## config.mk

```make
export PLATFORM = sky130hd
export DESIGN_NAME = i2c_cond_monitor
export DESIGN_NICKNAME = d
export VERILOG_FILES = /design/src/rtl/i2c_mon_pkg.sv /design/src/rtl/i2c_line_stage.sv /design/src/rtl/i2c_mon_datapath.sv /design/src/rtl/i2c_cond_ctrl.sv /design/src/rtl/i2c_cond_monitor.sv
export SDC_FILE = /design/constraint.sdc
export NUM_CORES = 1
export LEC_CHECK = 0
export BUFFER_PORTS_ARGS = -buffer_cell sky130_fd_sc_hd__buf_2
export CAP_MARGIN = 20
export CELL_PAD_IN_SITES_DETAIL_PLACEMENT = 1
export CELL_PAD_IN_SITES_GLOBAL_PLACEMENT = 1
export CORE_AREA = 2 2 39 41
export DETAILED_ROUTE_END_ITERATION = 12
export DIE_AREA = 0 0 41 43
export GPL_ROUTABILITY_DRIVEN = 0
export PLACE_DENSITY_LB_ADDON = 0.1
export SETUP_SLACK_MARGIN = 0.1
export SKIP_LAST_GASP = 1
export SYNTH_ARGS = -nofsm -noshare
export SYNTH_HDL_FRONTEND = slang
export SYNTH_SLANG_ARGS = --single-unit
export TNS_END_PERCENT = 10
```

## constraint.sdc

```tcl
create_clock -name clk -period 1.1 [get_ports clk]
set_input_delay 0.11 -clock clk [delete_from_list [all_inputs] [get_ports clk]]
set_output_delay 0.11 -clock clk [all_outputs]
set_load 0.005 [all_outputs]
```

## src/rtl/i2c_mon_pkg.sv

```systemverilog
package i2c_mon_pkg;

  localparam int NUM_LINES = 2;
  localparam int LINE_SCL  = 0;
  localparam int LINE_SDA  = 1;

  // synchronized view of both wires: current sample and one sample back
  typedef struct packed {
    logic sclNow;
    logic sclOld;
    logic sdaNow;
    logic sdaOld;
  } lineView_t;

  // strobes from control into the datapath output registers
  typedef struct packed {
    logic pulseStart;
    logic pulseStop;
  } condStrobe_t;

endpackage

```

## src/rtl/i2c_line_stage.sv

```systemverilog
module i2c_line_stage #(
  parameter int SYNC_STAGES = 2,
  parameter bit IDLE_LEVEL  = 1'b1
) (
  input  logic clk,
  input  logic rst,
  input  logic rawIn,
  output logic lineNow,
  output logic lineOld
);

  logic [SYNC_STAGES-1:0] chain;

  // synchronizer chain followed by one history register for edge detection
  always_ff @(posedge clk) begin
    if (rst) begin
      chain   <= {SYNC_STAGES{IDLE_LEVEL}};
      lineOld <= IDLE_LEVEL;
    end else begin
      chain   <= {chain[SYNC_STAGES-2:0], rawIn};
      lineOld <= chain[SYNC_STAGES-1];
    end
  end

  assign lineNow = chain[SYNC_STAGES-1];

  AST_OLD_TRACKS_NOW: assert property (@(posedge clk) disable iff (rst)
    !$past(rst) |-> (lineOld == $past(lineNow)));

endmodule

```

## src/rtl/i2c_mon_datapath.sv

```systemverilog
module i2c_mon_datapath
  import i2c_mon_pkg::*;
#(
  parameter int SYNC_STAGES = 2
) (
  input  logic                 clk,
  input  logic                 rst,
  input  logic [NUM_LINES-1:0] rawLines,
  input  condStrobe_t          strobe,
  output lineView_t            view,
  output logic                 startPulse,
  output logic                 stopPulse
);

  logic [NUM_LINES-1:0] nowBits;
  logic [NUM_LINES-1:0] oldBits;

  generate
    for (genvar g = 0; g < NUM_LINES; g++) begin : g_line
      i2c_line_stage #(
        .SYNC_STAGES(SYNC_STAGES),
        .IDLE_LEVEL (1'b1)
      ) u_stage (
        .clk    (clk),
        .rst    (rst),
        .rawIn  (rawLines[g]),
        .lineNow(nowBits[g]),
        .lineOld(oldBits[g])
      );
    end
  endgenerate

  always_comb begin
    view.sclNow = nowBits[LINE_SCL];
    view.sclOld = oldBits[LINE_SCL];
    view.sdaNow = nowBits[LINE_SDA];
    view.sdaOld = oldBits[LINE_SDA];
  end

  // registered one-cycle strobes
  always_ff @(posedge clk) begin
    if (rst) begin
      startPulse <= 1'b0;
      stopPulse  <= 1'b0;
    end else begin
      startPulse <= strobe.pulseStart;
      stopPulse  <= strobe.pulseStop;
    end
  end

  AST_PULSE_EXCLUSIVE: assert property (@(posedge clk) disable iff (rst)
    !(startPulse && stopPulse));

  AST_START_ONE_CYCLE: assert property (@(posedge clk) disable iff (rst)
    startPulse |=> !startPulse);

  AST_STOP_ONE_CYCLE: assert property (@(posedge clk) disable iff (rst)
    stopPulse |=> !stopPulse);

  AST_SCL_LOW_QUIET: assert property (@(posedge clk) disable iff (rst)
    (!$past(rst) && !$past(view.sclNow)) |-> (!startPulse && !stopPulse));

endmodule

```

## src/rtl/i2c_cond_ctrl.sv

```systemverilog
module i2c_cond_ctrl
  import i2c_mon_pkg::*;
(
  input  logic        clk,
  input  logic        rst,
  input  lineView_t   view,
  output condStrobe_t strobe,
  output logic        busy
);

  typedef enum logic {
    ST_FREE = 1'b0,
    ST_HELD = 1'b1
  } busState_t;

  busState_t state;
  busState_t stateNext;
  logic      sclSteady;

  always_comb begin
    sclSteady         = view.sclNow & view.sclOld;
    strobe.pulseStart = sclSteady & view.sdaOld & ~view.sdaNow;
    strobe.pulseStop  = sclSteady & ~view.sdaOld & view.sdaNow;
    stateNext         = state;
    if (strobe.pulseStart) begin
      stateNext = ST_HELD;
    end else if (strobe.pulseStop) begin
      stateNext = ST_FREE;
    end
  end

  always_ff @(posedge clk) begin
    if (rst) begin
      state <= ST_FREE;
    end else begin
      state <= stateNext;
    end
  end

  assign busy = (state == ST_HELD);

  AST_HELD_AFTER_START: assert property (@(posedge clk) disable iff (rst)
    strobe.pulseStart |=> busy);

  AST_FREE_AFTER_STOP: assert property (@(posedge clk) disable iff (rst)
    strobe.pulseStop |=> !busy);

endmodule

```

## src/rtl/i2c_cond_monitor.sv

```systemverilog
module i2c_cond_monitor
  import i2c_mon_pkg::*;
#(
  parameter int SYNC_STAGES = 2
) (
  input  logic clk,
  input  logic rstBtn,
  input  logic sclIn,
  input  logic sdaIn,
  output logic busBusy,
  output logic startPulse,
  output logic stopPulse
);

  lineView_t            view;
  condStrobe_t          strobe;
  logic [NUM_LINES-1:0] rawLines;

  always_comb begin
    rawLines           = '0;
    rawLines[LINE_SCL] = sclIn;
    rawLines[LINE_SDA] = sdaIn;
  end

  i2c_mon_datapath #(
    .SYNC_STAGES(SYNC_STAGES)
  ) u_datapath (
    .clk       (clk),
    .rst       (rstBtn),
    .rawLines  (rawLines),
    .strobe    (strobe),
    .view      (view),
    .startPulse(startPulse),
    .stopPulse (stopPulse)
  );

  i2c_cond_ctrl u_ctrl (
    .clk   (clk),
    .rst   (rstBtn),
    .view  (view),
    .strobe(strobe),
    .busy  (busBusy)
  );

  AST_START_SETS_BUSY: assert property (@(posedge clk) disable iff (rstBtn)
    startPulse |-> busBusy);

  AST_STOP_CLEARS_BUSY: assert property (@(posedge clk) disable iff (rstBtn)
    stopPulse |-> !busBusy);

  AST_BUSY_RISE_CAUSE: assert property (@(posedge clk) disable iff (rstBtn)
    $rose(busBusy) |-> startPulse);

  AST_BUSY_FALL_CAUSE: assert property (@(posedge clk) disable iff (rstBtn)
    $fell(busBusy) |-> (stopPulse || $past(rstBtn)));

endmodule

```

# ---- Word level (Yosys, flattened, before mapping)
# Index checks and enable logic that the tools add are counted.
dict set report classes {
  bitwise_logic 7
  mux 2
  n_reduce_logical 1
}
# operator count
set ops {}
lappend ops {{$and 1x1->1} 5}
lappend ops {{$mux 1} 2}
lappend ops {{$not 1->1} 2}
lappend ops {{$reduce_bool 2->1} 1}
dict set report word_totals {
  word_cells 17
  inputBits 4
  out_inout_bits 3
  register_bits 9
}

# ---- Longest topological paths before layout
dict set report logic_depth {
  word_depth 5
  mapped_depth 2
  mapped_depth_nobuf 2
}

# ---- Hierarchy
# From an unflattened synthesis, not the netlist that was laid out.
dict set report unflattened {
  cells_unflattened 26
  area_unflattened_um2 294.0
}
# module seq_area_each_um2 instances area_each_um2 cells_per_inst
set modules_own_cells {}
lappend modules_own_cells {i2c_line_stage 60.1 2 78.8 6}
lappend modules_own_cells {i2c_cond_ctrl 20.0 1 83.8 10}
lappend modules_own_cells {i2c_mon_datapath 40.0 1 52.6 4}

# ---- Worst setup path before layout
# Ideal clock, no wire load.
dict set report synth_path {
  path_type {register to register}
  from {reg u_datapath.g_line[1].u_stage.lineOld}
  to {reg u_datapath.stopPulse}
  t_arrival_ns 0.681
  synth_period_minus_slack_ns 0.797
  setup_time_ns 0.117
  n_path_buf 0
  t_required_ns 0.983
  path_slack_ns 0.303
  path_stages_with_launch 3
  path_cell_list {dfxtp_1 -> and3b_1 -> and3b_2}
}
dict set report synth_via {
  elab_chain_len 3
}
# element line
set synth_lines {}
lappend synth_lines {{from (decl)} i2c_line_stage.sv:9} ;# output logic lineOld
lappend synth_lines {{from (signal assigned)} i2c_line_stage.sv:21} ;# lineOld <= chain[SYNC_STAGES-1];
lappend synth_lines {{$not 1->1} i2c_cond_ctrl.sv:23} ;# strobe.pulseStop = sclSteady & ~view.sdaOld & view.sdaNow;
lappend synth_lines {{$and 1x1->1 (2 in series)} i2c_cond_ctrl.sv:23}
lappend synth_lines {{to (signal assigned)} i2c_mon_datapath.sv:47} ;# stopPulse <= strobe.pulseStop;
lappend synth_lines {{to (decl)} i2c_mon_datapath.sv:12} ;# output logic stopPulse
# Every way passes these cells.
# A chain may end at the register's enable or synchronous reset.

# ---- Final worst setup path
# Ends and elaborated chain as after synthesis.

==> results.py <==
metrics = {
    "clock_network": {
        "cts_resized": 0,
        "clock_latency_ps": 250,
        "cts_tree": "yes",
        "root_buffer": "clkbuf_4",
        "clkTransAtPathRegs_ps": 60,
        "cts_made_buffers": 3,
        "postCtsSetupBuffers": 0,
        "cts_hold_buffers": 0,
        "cts.sinks": 9,
        "htree_num_levels": 1,
        "clockBufferDepth": 2,
    },
    "power": {
        "swShare_pct": 20.02,
        "switching_power_uw": 124.2,
        "seq_power_share_pct": 55.5,
        "p_clk_share_pct": 39.5,
        "p_comb_share_pct": 5.0,
        "power.leakage_nw": 0.1599,
        "ir_worst_vdd_mv": 0.5114,
        "powerDensity_mw_per_mm2": 1770,
        "p_total_uw": 620.2,
        "internal_power_uw": 496.0,
    },
    "floorplanning": {
        "ios": 7,
        "start_util_pct": 19.80,
        "core_area_mm2": 0.001384,
        "std_cell_rows": 14,
        "die_w_um": 41,
        "die_h_um": 43,
        "dieArea_mm2": 0.001763,
    },
    "timing": {
        "fmax_mhz": 1183,
        "fin_worst_skew_ps": 0.8827,
        "worst_pin_slew_ps": 202.5,
        "max_slew_margin_pct": 86.43,
        "drv_slew": 0,
        "setup_tns_ps": 0,
        "hold_viol": 0,
        "min_period_ps": 845.0,
        "fin_crit_sh_pct": 76.82,
        "rsz0062_at_grt": "no",
        "setup_viol": 0,
        "postLayoutSetupSlackWorst_ps": 255.0,
    },
    "critical_path": {
        "slowest_stage": "dfxtp_1",
        "slowest_delay_ps": 340,
        "path_cells": "and3b_1, and3b_2",
        "cp-end-kind": "register",
        "crit_required_ps": 1250,
        "critPathLaunchType": "register",
        "critPathKind": "reg -> reg",
        "crit_path_start": "u_datapath.g_line[1].u_stage.lineOld$_SDFF_PP1_",
        "worstReg2RegStart": "u_datapath.g_line[1].u_stage.lineOld$_SDFF_PP1_",
        "crit_fanout": 3,
        "cp.arrival_ps": 990,
    },
    "synthesis": {
        "synth_top_area_share_pct": 65.75,
        "yosys.area.top_type": "dfxtp_1",
        "ys_ff_latch": 9,
        "ys_warn_count": 0,
        "netlist_area_um2": 274.0,
        "synthTopCellsByArea": "dfxtp_1 (66%), or2_2 (11%), o32ai_2 (5.9%)",
        "synth_common_cells": "dfxtp_1 (9), or2_2 (5)",
        "synth_cell_types": 10,
        "async_reset_ff_share_pct": 0,
        "synth_ff_type": "dfxtp_1",
        "syn_nets": 26,
        "yosysMostFrequentCell": "dfxtp_1",
        "synth_edf_count": 0,
        "avgSynthCellArea_um2": 12.46,
        "syn-instance-count": 22,
        "ys_seq_area_share_pct": 65.75,
    },
    "cells_and_area": {
        "final_nets": 37,
        "final_area_um2": 350.3,
        "num-fill-cells": 162,
        "final_core_utilization_pct": 25.32,
        "layout-drive-gt1-share_pct": 53.13,
        "synthToLayoutAreaGrowth_pct": 27.85,
        "num_antenna_cells": 0,
    },
    "placed_design": {
        "dp_hpwl_um": 332.4,
        "dpl_cell_area_um2": 324.1,
        "pre_cts_ws_ps": 259.8,
        "io_buffers": 6,
    },
    "routing": {
        "via_per_inst": 3.896,
        "avgRoutedWirePerCell_um": 9.229,
        "wl_um": 443,
        "via_count": 187,
        "drt_first_iter_violations": 0,
        "drt-pass1-iter-count": 1,
        "drt_drc_violations_left": 0,
        "antenna_left": 0,
    },
    "global_route": {
        "grt_max_degree": 9,
        "grt_usage_pct": 6.949,
        "antenna_found_initial": 0,
        "grt_pass1_vias": 193,
        "grt_pass1_wl_um": 745,
        "grt_overflow": 0,
    },
    "job": {
        "drv_cap": 0,
    },
    "min_path": {
        "hold_path.class": "in -> reg",
        "worstHoldStart": "sdaIn",
    },
    "status": {
        "status": "complete, no violations",
    },
}
## flip-flops by register name, indices dropped and copies added (netlist names)
signal and cells:
u_datapath.startPulse 1, u_datapath.g_line.u_stage.chain 4, u_datapath.stopPulse 1, u_ctrl.busy 1, u_datapath.g_line.u_stage.lineOld 2
## cell type report
class / count / area, µm² / share of cell area [%]
clock buffers: 4 / 26.28 / 7.500
inverters: 1 / 3.754 / 1.071
multi-input cells: 12 / 90.09 / 25.71
flip-flops and latches: 9 / 180.2 / 51.43
well taps: 16 / 20.02 / 5.714
repair buffers: 6 / 30.03 / 8.571
## worst paths after layout
| path | end | cells after the start | slack [ps] |
|---|---|---|---|
| worst max-delay path | u_datapath.stopPulse$_SDFF_PP0_ | 2 | 250 |
| worst min-delay path | u_datapath.g_line[1].u_stage.chain[0]$_SDFF_PP1_ | 2 | 40 |
| worst max register to register | u_datapath.stopPulse$_SDFF_PP0_ | 2 | 250 |
| worst min register to register | u_datapath.g_line[1].u_stage.chain[1]$_SDFF_PP1_ | 1 | 410 |
## cells in the final DEF, fill, tap and decap left out, drive strengths merged
cell type	count
dfxtp	9
nand3	1
a31oi	1
o32ai	1
or2	6
buf	6
and3b	2
inv	1
clkbuf	4
nor2	1
## power groups by stage
stage | sequential [mW] | combinational (mW) | clock [mW]
finish | 0.344 | 0.0311 | 0.245
global route | 0.345 | 0.0351 | 0.281
CTS | 0.344 | 0.0320 | 0.260
detailed placement | 0.351 | 0.0320 | 0
global placement | 0.351 | 0.0304 | 0
floorplan | 0.350 | 0.0174 | 0
## layer usage
metal / global-route usage, % / share of wire, % / wire length [µm]
met5: 0 / 0 / 0
met4: 4.000 / 0 / 0
met3: 6.283 / 10 / 45
met2: 8.438 / 44 / 193
met1: 7.792 / 46 / 203
## through the flow
stage / hold slack, ps / cells
floorplan: 213.8 / 22
global placement: 294.3 / 44
detailed placement: 296.7 / 44
CTS: 26.43 / 48
global route: 25.79 / 48
finish: 35.79 / 48
## critical path, delay by kind of cell, from the launching register on
family           cells  cell delay (ps)
AND/OR/NAND/NOR      2              390
flip-flops           1              340
## logic make-up after synthesis
group / after synthesis / synth area share, %
buf+inv: 1 / 1.369
simple gates: 10 / 24.66
flops: 9 / 65.75
compound gates: 2 / 8.222
Note: power is estimated with default switching activity, not from simulation.
